--- src/rtl/dmx_pkg.sv ---
package dmx_pkg;

  typedef enum logic {
    MODE_FULL  = 1'b0,
    MODE_SPLIT = 1'b1
  } mode_e;

  localparam int unsigned DEF_CODE_W  = 8;
  localparam int unsigned DEF_LAT_PRI = 13;

endpackage

--- src/rtl/dmx_front.sv ---
// Input stage: clamps codes, tracks mode and pair phase, detects flushes.
// Record layout: {vld, phase, oor, i_code, q_code}.
module dmx_front
  import dmx_pkg::*;
#(
  parameter int unsigned CODE_W = DEF_CODE_W,
  localparam int unsigned REC_W = 2 * CODE_W + 3
) (
  input  logic              clk,
  input  logic              rst,
  input  logic              demux_en,
  input  logic [CODE_W-1:0] i_code,
  input  logic [CODE_W-1:0] q_code,
  input  logic              i_ovr,
  input  logic              i_und,
  input  logic              q_ovr,
  input  logic              q_und,
  output mode_e             mode_o,
  output logic              flush_o,
  output logic [REC_W-1:0]  rec_o
);

  function automatic logic [CODE_W-1:0] clamp(input logic [CODE_W-1:0] c,
                                              input logic hi, input logic lo);
    if (hi)      return '1;
    else if (lo) return '0;
    else         return c;
  endfunction

  mode_e mode_q;
  logic  ph_q;
  logic  any_oor;

  assign flush_o = (mode_e'(demux_en) != mode_q);
  assign mode_o  = mode_q;
  assign any_oor = i_ovr | i_und | q_ovr | q_und;
  assign rec_o   = {~flush_o, ph_q, any_oor,
                    clamp(i_code, i_ovr, i_und), clamp(q_code, q_ovr, q_und)};

  always_ff @(posedge clk) begin
    if (rst) begin
      mode_q <= mode_e'(demux_en);
      ph_q   <= 1'b0;
    end else if (flush_o) begin
      mode_q <= mode_e'(demux_en);
      ph_q   <= 1'b0;
    end else begin
      ph_q   <= ~ph_q;
    end
  end

  // after a flush edge the mode in force matches the request seen there
  a_r10_mode_taken: assert property (@(posedge clk) disable iff (rst)
    flush_o |=> (mode_q == $past(mode_e'(demux_en))));

endmodule

--- src/rtl/dmx_delay.sv ---
// Fixed-length record delay line with two taps. Data bits carry no reset so
// the chain maps onto shift-register or RAM resources; only valid bits reset.
module dmx_delay #(
  parameter int unsigned REC_W = 19,
  parameter int unsigned DEPTH = 14,
  parameter int unsigned TAP_A = 12
) (
  input  logic             clk,
  input  logic             rst,
  input  logic             flush_i,
  input  logic [REC_W-1:0] rec_i,
  output logic [REC_W-1:0] tap_a_o,
  output logic [REC_W-1:0] tap_b_o
);

  localparam int unsigned VLD = REC_W - 1;

  logic [REC_W-2:0] dat [DEPTH];
  logic [DEPTH-1:0] vld;

  for (genvar j = 0; j < DEPTH; j++) begin : g_stage
    if (j == 0) begin : g_head
      always_ff @(posedge clk) dat[0] <= rec_i[REC_W-2:0];
      always_ff @(posedge clk) begin
        if (rst) vld[0] <= 1'b0;
        else     vld[0] <= rec_i[VLD];
      end
    end else begin : g_body
      always_ff @(posedge clk) dat[j] <= dat[j-1];
      always_ff @(posedge clk) begin
        if (rst) vld[j] <= 1'b0;
        else     vld[j] <= vld[j-1] & ~flush_i;
      end
    end
  end

  assign tap_a_o = {vld[TAP_A], dat[TAP_A]};
  assign tap_b_o = {vld[DEPTH-1], dat[DEPTH-1]};

  // a flush leaves nothing valid at the far end of the chain
  a_r10_chain_cleared: assert property (@(posedge clk) disable iff (rst)
    flush_i |=> !tap_b_o[VLD]);

endmodule

--- src/rtl/dmx_steer.sv ---
// Output registers: routes tapped records to primary / delayed buses.
module dmx_steer
  import dmx_pkg::*;
#(
  parameter int unsigned CODE_W = DEF_CODE_W,
  localparam int unsigned REC_W = 2 * CODE_W + 3
) (
  input  logic              clk,
  input  logic              rst,
  input  mode_e             mode_i,
  input  logic              flush_i,
  input  logic [REC_W-1:0]  tap_p_i,
  input  logic [REC_W-1:0]  tap_d_i,
  output logic [CODE_W-1:0] pri_i_o,
  output logic [CODE_W-1:0] pri_q_o,
  output logic [CODE_W-1:0] dly_i_o,
  output logic [CODE_W-1:0] dly_q_o,
  output logic              valid_o,
  output logic              oor_o
);

  localparam int unsigned VLD = REC_W - 1;
  localparam int unsigned PH  = REC_W - 2;
  localparam int unsigned OOR = REC_W - 3;

  logic ld_p, ld_d;

  always_comb begin
    ld_p = !flush_i && tap_p_i[VLD] && ((mode_i == MODE_FULL) || !tap_p_i[PH]);
    ld_d = !flush_i && (mode_i == MODE_SPLIT) && tap_d_i[VLD] && tap_d_i[PH];
  end

  always_ff @(posedge clk) begin
    if (rst) begin
      pri_i_o <= '0;
      pri_q_o <= '0;
      dly_i_o <= '0;
      dly_q_o <= '0;
      valid_o <= 1'b0;
      oor_o   <= 1'b0;
    end else begin
      valid_o <= ld_p;
      if (ld_p) begin
        pri_i_o <= tap_p_i[2*CODE_W-1:CODE_W];
        pri_q_o <= tap_p_i[CODE_W-1:0];
        oor_o   <= tap_p_i[OOR] | (ld_d & tap_d_i[OOR]);
      end
      if (ld_d) begin
        dly_i_o <= tap_d_i[2*CODE_W-1:CODE_W];
        dly_q_o <= tap_d_i[CODE_W-1:0];
      end
    end
  end

  // reset clears the output side
  a_r1_reset_clear: assert property (@(posedge clk)
    rst |=> (!valid_o && !oor_o && pri_i_o == '0 && dly_q_o == '0));

  // full-rate mode leaves the delayed buses untouched
  a_r8_dly_hold: assert property (@(posedge clk) disable iff (rst)
    (mode_i == MODE_FULL) |=> ($stable(dly_i_o) && $stable(dly_q_o)));

  // split mode never strobes on consecutive edges
  a_r9_split_gap: assert property (@(posedge clk) disable iff (rst)
    (mode_i == MODE_SPLIT && valid_o) |=> !valid_o);

  // primary buses move only together with the strobe
  a_r9_pri_on_valid: assert property (@(posedge clk) disable iff (rst)
    !valid_o |-> ($stable(pri_i_o) && $stable(pri_q_o)));

  // no strobe right after a flush edge
  a_r10_flush_quiet: assert property (@(posedge clk) disable iff (rst)
    flush_i |=> !valid_o);

endmodule

--- src/rtl/dmx_out_pipe.sv ---
module dmx_out_pipe
  import dmx_pkg::*;
#(
  parameter int unsigned CODE_W  = DEF_CODE_W,
  parameter int unsigned LAT_PRI = DEF_LAT_PRI
) (
  input  logic              clk,
  input  logic              rst,
  input  logic              demux_en,
  input  logic [CODE_W-1:0] i_code,
  input  logic [CODE_W-1:0] q_code,
  input  logic              i_ovr,
  input  logic              i_und,
  input  logic              q_ovr,
  input  logic              q_und,
  output logic [CODE_W-1:0] pri_i,
  output logic [CODE_W-1:0] pri_q,
  output logic [CODE_W-1:0] dly_i,
  output logic [CODE_W-1:0] dly_q,
  output logic              valid,
  output logic              oor
);

  localparam int unsigned REC_W   = 2 * CODE_W + 3;
  localparam int unsigned LAT_DLY = LAT_PRI + 1;

  mode_e            mode_q;
  logic             flush;
  logic [REC_W-1:0] rec, tap_p, tap_d;

  dmx_front #(.CODE_W(CODE_W)) u_front (
    .clk(clk), .rst(rst), .demux_en(demux_en),
    .i_code(i_code), .q_code(q_code),
    .i_ovr(i_ovr), .i_und(i_und), .q_ovr(q_ovr), .q_und(q_und),
    .mode_o(mode_q), .flush_o(flush), .rec_o(rec)
  );

  dmx_delay #(.REC_W(REC_W), .DEPTH(LAT_DLY), .TAP_A(LAT_PRI - 1)) u_delay (
    .clk(clk), .rst(rst), .flush_i(flush), .rec_i(rec),
    .tap_a_o(tap_p), .tap_b_o(tap_d)
  );

  dmx_steer #(.CODE_W(CODE_W)) u_steer (
    .clk(clk), .rst(rst), .mode_i(mode_q), .flush_i(flush),
    .tap_p_i(tap_p), .tap_d_i(tap_d),
    .pri_i_o(pri_i), .pri_q_o(pri_q), .dly_i_o(dly_i), .dly_q_o(dly_q),
    .valid_o(valid), .oor_o(oor)
  );

endmodule

--- config.mk ---
export PLATFORM = sky130hd
export DESIGN_NAME = dmx_out_pipe
export DESIGN_NICKNAME = d
export VERILOG_FILES = /design/src/rtl/dmx_pkg.sv /design/src/rtl/dmx_front.sv /design/src/rtl/dmx_delay.sv /design/src/rtl/dmx_steer.sv /design/src/rtl/dmx_out_pipe.sv
export SDC_FILE = /design/constraint.sdc
export NUM_CORES = 1
export LEC_CHECK = 0
export BUFFER_PORTS_ARGS = -buffer_cell sky130_fd_sc_hd__buf_2
export CAP_MARGIN = 10
export CORE_UTILIZATION = 45
export CTS_CLUSTER_DIAMETER = 150
export DETAILED_ROUTE_END_ITERATION = 10
export REMOVE_ABC_BUFFERS = 1
export SETUP_SLACK_MARGIN = 0.3
export SLEW_MARGIN = 15
export SYNTH_ARGS = -nofsm -noshare
export SYNTH_HDL_FRONTEND = slang
export SYNTH_SLANG_ARGS = --single-unit
--- constraint.sdc ---
create_clock -name clk -period 1.6 [get_ports clk]
set_input_delay 0.32 -clock clk [delete_from_list [all_inputs] [get_ports clk]]
set_output_delay 0.32 -clock clk [all_outputs]
set_load 0.03 [all_outputs]
# Word-level counts from Yosys, hierarchy flattened
# Memory sizes are Yosys's and may differ from the RTL's.
# Cells that the tools add are included.
dict set report totals {
  regBits 50
  ram_bits 252
  inputBits 23
  out_inout_bits 34
  wordCells 61
  n_memories 1
}
# memory words word_bits read_ports rd_ports_with_merged_regs write_ports line_no
set mem_list {}
lappend mem_list {u_delay.dat 14 18 14 0 14 dmx_delay.sv:18} ;# logic [REC_W-2:0] dat [DEPTH];
dict set report op_classes {
  n_eq_ne 1
  muxes 6
  bitwise_logic 21
  reduce_logical 10
}
# op count
set op_table {}
lappend op_table {{$mux 8} 4}
lappend op_table {{$and 1x1->1} 14}
lappend op_table {{$logic_and 1x1->1} 5}
lappend op_table {{$or 1x1->1} 4}
lappend op_table {{$not 1->1} 3}
lappend op_table {{$logic_not 1->1} 2}
lappend op_table {{$mux 1} 2}
lappend op_table {{$reduce_bool 2->1} 1}
lappend op_table {{$reduce_or 2->1} 1}
lappend op_table {{$logic_or 1x1->1} 1}
lappend op_table {{$ne 1x1->1} 1}

# Depth between registers and ports, before layout
dict set report logic_depth {
  word_depth 7
  ltp_mapped 6
  ltp_nobuf 4
}

# Cells and area by module
# From an unflattened synthesis, not the netlist that was laid out.
dict set report hier_totals {
  cells_unflattened 502
  hier_area_um2 7365.8
}
# mod instances cells_each area_each_um2 seq_area_each_um2
set by_module_without_submodules {}
lappend by_module_without_submodules {dmx_delay 1 320 5786.8 5325.1}
lappend by_module_without_submodules {dmx_steer 1 153 1326.3 680.7}
lappend by_module_without_submodules {dmx_front 1 29 252.7 50.0}

# Worst setup path before layout
# OpenSTA, ideal clock, no wires.
dict set report synth_path {
  path_kind {register to register}
  start {register u_front.mode_q, in the netlist u_front.mode_o}
  end {register u_steer.pri_i_o[7]}
  setup_time_ns 0.132
  arrival_time_ns 1.260
  required_ns 1.468
  setup_slack_ns 0.207
  stages_incl_launch_ff 6
  n_path_buf 1
  synth_period_minus_slack_ns 1.393
  path_cell_list {edfxtp_1 > ha_1 > nand2b_1 > clkbuf_2 > o21ai_0 > a21oi_1}
}
dict set report synth_between {
  elab_chain_len 4
  word_cells_on_any_way 6
  cone_classes {1 x eq/ne; 1 x bitwise; 4 x reduce/logical}
}
# item line_no
set synth_lines {}
lappend synth_lines {{start, declared} dmx_front.sv:30} ;# mode_e mode_q;
lappend synth_lines {{start signal, assigned} dmx_front.sv:42} ;# mode_q <= mode_e'(demux_en);
lappend synth_lines {{start signal, assigned} dmx_front.sv:45} ;# mode_q <= mode_e'(demux_en);
lappend synth_lines {{$ne 1x1->1} dmx_front.sv:34} ;# assign flush_o = (mode_e'(demux_en) != mode_q);
lappend synth_lines {{$logic_not 1->1} dmx_steer.sv:29} ;# ld_p = !flush_i && tap_p_i[VLD] && ((mode_i == MODE_FULL) || !tap_p_i[PH]);
lappend synth_lines {{$logic_and 1x1->1} dmx_steer.sv:29}
lappend synth_lines {{$logic_and 1x1->1 *} dmx_steer.sv:29}
lappend synth_lines {{end signal, assigned} dmx_steer.sv:44} ;# pri_i_o <= tap_p_i[2*CODE_W-1:CODE_W];
lappend synth_lines {{end, declared} dmx_steer.sv:14} ;# output logic [CODE_W-1:0] pri_i_o,
# Mark *: on every way between the ends. The rest lies on a longest branch, timed or not.
# A chain may end at the register's enable or synchronous reset.

# Final worst setup path
dict set report layout_path {
  start {register u_front.mode_q, in the netlist u_front.mode_o}
  end {register u_steer.oor_o}
}
dict set report layout_between {
  elab_chain_len 7
  word_cells_on_any_way 11
  cone_classes {1 x eq/ne; 3 x bitwise; 7 x reduce/logical}
}
# item line_no
set layout_lines {}
lappend layout_lines {{$ne 1x1->1} dmx_front.sv:34}
lappend layout_lines {{$logic_not 1->1} {dmx_steer.sv:29, dmx_steer.sv:30}}
lappend layout_lines {{$logic_and 1x1->1 (3 in series)} dmx_steer.sv:30} ;# ld_d = !flush_i && (mode_i == MODE_SPLIT) && tap_d_i[VLD] && tap_d_i[PH];
lappend layout_lines {{$and 1x1->1} dmx_steer.sv:46} ;# oor_o <= tap_p_i[OOR] | (ld_d & tap_d_i[OOR]);
lappend layout_lines {{$or 1x1->1} dmx_steer.sv:46}
lappend layout_lines {{end signal, assigned} dmx_steer.sv:46}
lappend layout_lines {{end, declared} dmx_steer.sv:19} ;# output logic oor_o
# Several ways; a longest one is shown, not always the timed one.

==> impl_metrics.ini <==
[status]
outcome = complete, no violations

[logic_synthesis]
synth.most_common_cell = dfxtp_1
ys.flop_type = dfxtp_1
yosysWarningCount = 0
ys_types = 21
synth_edf_count = 1
synth_top_cells_by_area = dfxtp_1 (87%), a21oi_1 (2.5%), nand2_1 (1.8%)
synth.largest_area_cell = dfxtp_1
synth_top_cell_area_share_pct = 87.3
async_flop_share_pct = 0
syn_avg_cell_area_sq_um = 15.0
yosysSeqAreaShare_pct = 87.8
ys_ff_latch = 302
netlist_area_sq_um = 6900
syn_inst = 461
synth_commonest_cells = dfxtp_1 (301), a21oi_1 (34), nand2_1 (33)

[sta]
fin_skew_ns = 0.00801
period_share_pct = 84.5
tns_ns = 0
tightest_slew_ns = 0.340
fin_ws_ns = 0.248
slew_headroom_pct = 77.3
final.min_clock_period_ns = 1.35
grt_setup_unrepaired = true
drv_slew = 0
hold_viol = 0
hold_ws_ns = 0.0469
setup_viol = 0
fmax_mhz = 740

[place]
dp_slack_ns = -0.0883
gp_congestion = 0.730
hpwl_microns = 4160
port_buffers = 56

[clock_tree]
clock_sinks = 302
cts_tree = yes
cts_made_buffers = 26
h-tree-depth = 1
cts-root-buf = clkbuf_16
insertion_delay_ns = 0.51
clk_pin_slew_ns = 0.06
clockBufferDepth = 3

[floorplan]
initial_utilization_pct = 46.8
num_rows = 44
fp.dieW_microns = 126
die_y_microns = 126
coreArea_sq_um = 14800
dieArea_sq_um = 15800
io_pins = 57

[critical_path]
slowest_stage = edfxtp_1
critPathLaunchType = flop
path_max_fanout = 5
cp.arrival_ns = 1.77
crit_path_start = u_front.mode_o
max_stage_delay_ns = 0.43
worstSetupPathType = flop to flop
cp.required_ns = 2.02
r2r-start = u_front.mode_o
critPathCaptureType = flop
worstPathCellList = ha_4 > nor2b_4 > buf_6 > a21oi_1 > a211oi_2

[power]
vdd_ir_drop_max_v = 0.00116
p_leak_nw = 3.70
p_comb_share_pct = 1.2
switching_share_pct = 18.4
power_frac_seq_pct = 56.7
p_clk_share_pct = 42.0
power.density_nw_per_um2 = 1610
switchingPower_mw = 2.61
p_int_mw = 11.6

[global_routing]
grt_pass1_wl_microns = 13900
antenna_found_initial = 0
grt_use_total_pct = 10.6
grt_pass1_vias = 3200
overflow = 0
grt_start_max_net_pins = 32

[final_layout]
nFillCells = 1105
fin_nets = 593
area_growth_pct = 28.1
antenna_cells = 0
drive_gt1_share_pct = 27.7

[route]
firstDrtPassIters = 4
wirelength_microns = 8090
avgRoutedWirePerCell_microns = 10.5
vias = 3288
final_antenna_net_count = 0
drc = 0
drtIter0Drc = 168
viasPerCell = 4.25

[worst_hold_path]
hp-class = primary input to flop
hp-start = demux_en

[job]
maxCapViolations = 0
-- power by group through the flow --
stage	sequential [mW]	clock [mW]	combinational, mW
6_report	8.05	5.96	0.175
2_1_floorplan	8.18	0	0.0508
3_5_place_dp	8.21	0	0.115
5_1_grt	8.09	6.48	0.194
3_3_place_gp	8.20	0	0.110
4_1_cts	8.05	6.13	0.164
-- logic make-up after synthesis --
group           count (synthesis)  synth area share, %
compound gates                 67                 5.55
buf+inv                        19                 1.56
simple gates                   72                 4.93
fa+ha+maj                       1                0.181
flops                         302                 87.8
-- metrics by stage --
step | power, mW | util, % | cells | area [sq um]
floorplan | 8.23 | - | 445 | 6800
global placement | 8.31 | 49.8 | 689 | 7340
detailed placement | 8.33 | 49.8 | 689 | 7340
CTS | 14.3 | 59.1 | 762 | 8720
global route | 14.8 | 59.9 | 773 | 8840
finish | 14.2 | 59.9 | 773 | 8840
-- what timing repair did --
action,CTS,global route
gates cloned,2,1
hold buffers,18,0
hold endpoints to repair,17,0
setup buffers,5,10
resized for setup,114,18
setup endpoints to repair,68,63
pin swaps,0,0
-- flip-flops by register name (all words and copies together) (netlist names) --
register	count
u_steer.oor_o	1
u_steer.pri_q_o	8
u_steer.valid_o	1
u_delay.tap_b_o	1
u_delay.vld	12
u_steer.dly_i_o	8
u_steer.pri_i_o	8
u_delay.dat	252
u_front.mode_o	1
u_delay.tap_a_o	1
u_front.ph_q	1
u_steer.dly_q_o	8
-- final timing paths --
kind	slack (ns)	cells after the start	to
max	0.25	5	u_steer.oor_o
max reg2reg	0.25	5	u_steer.oor_o
min	0.05	1	u_front.mode_o
min reg2reg	0.32	0	u_delay.dat[0][120]
-- per-layer routing --
layer	share of wire [%]	wire, microns	track usage, %	vias up
met3	6.7	539	3.23	23
li1	-	-	-	1701
met5	0	0	0	-
met1	43	3450	11.9	1448
met4	3.3	269	5.39	0
met2	47	3830	18.1	116
-- area by class of cell --
type | count | area (sq um) | area share [%]
Sequential cell | 302 | 6100 | 69.0
Inverter | 3 | 11.3 | 0.127
Multi-Input combinational cell | 141 | 808 | 9.15
Clock inverter | 8 | 104 | 1.18
Timing Repair Buffer | 95 | 842 | 9.53
Tap cell | 184 | 230 | 2.61
Clock buffer | 40 | 743 | 8.41
-- worst max-delay path: cells and delay by family, from the launching register on --
family | cells | cell delay [ns]
buffers and inverters | 1 | 0.14
AOI/OAI and AO/OA | 2 | 0.28
adders and majority gates | 1 | 0.27
and+or+nand+nor | 1 | 0.15
DFF | 1 | 0.43
-- cells in the final DEF (no fill, tap or decap) --
master and n:
and3_1 1, o21ai_1 8, a211oi_2 1, nor2b_4 1
inv_1 3, and3_4 1, dfxtp_1 267, clkinv_2 4
buf_2 22, buf_4 18, nand2_1 32, o21ai_0 7
a21oi_1 29, and2_2 1, or4_1 1, nand2_2 1
a21oi_2 5, o21ai_2 1, nand2b_4 2, bufinv_16 2
clkbuf_1 10, nor2_1 3, edfxtp_1 1, ha_4 1
clkinvlp_4 1, dlygate4sd3_1 18, nand3_1 17, clkinv_8 1
dfxtp_2 34, a21o_1 16, and2_1 13, clkbuf_16 26
clkbuf_8 4, buf_6 37
(Power assumes the default switching activity.)
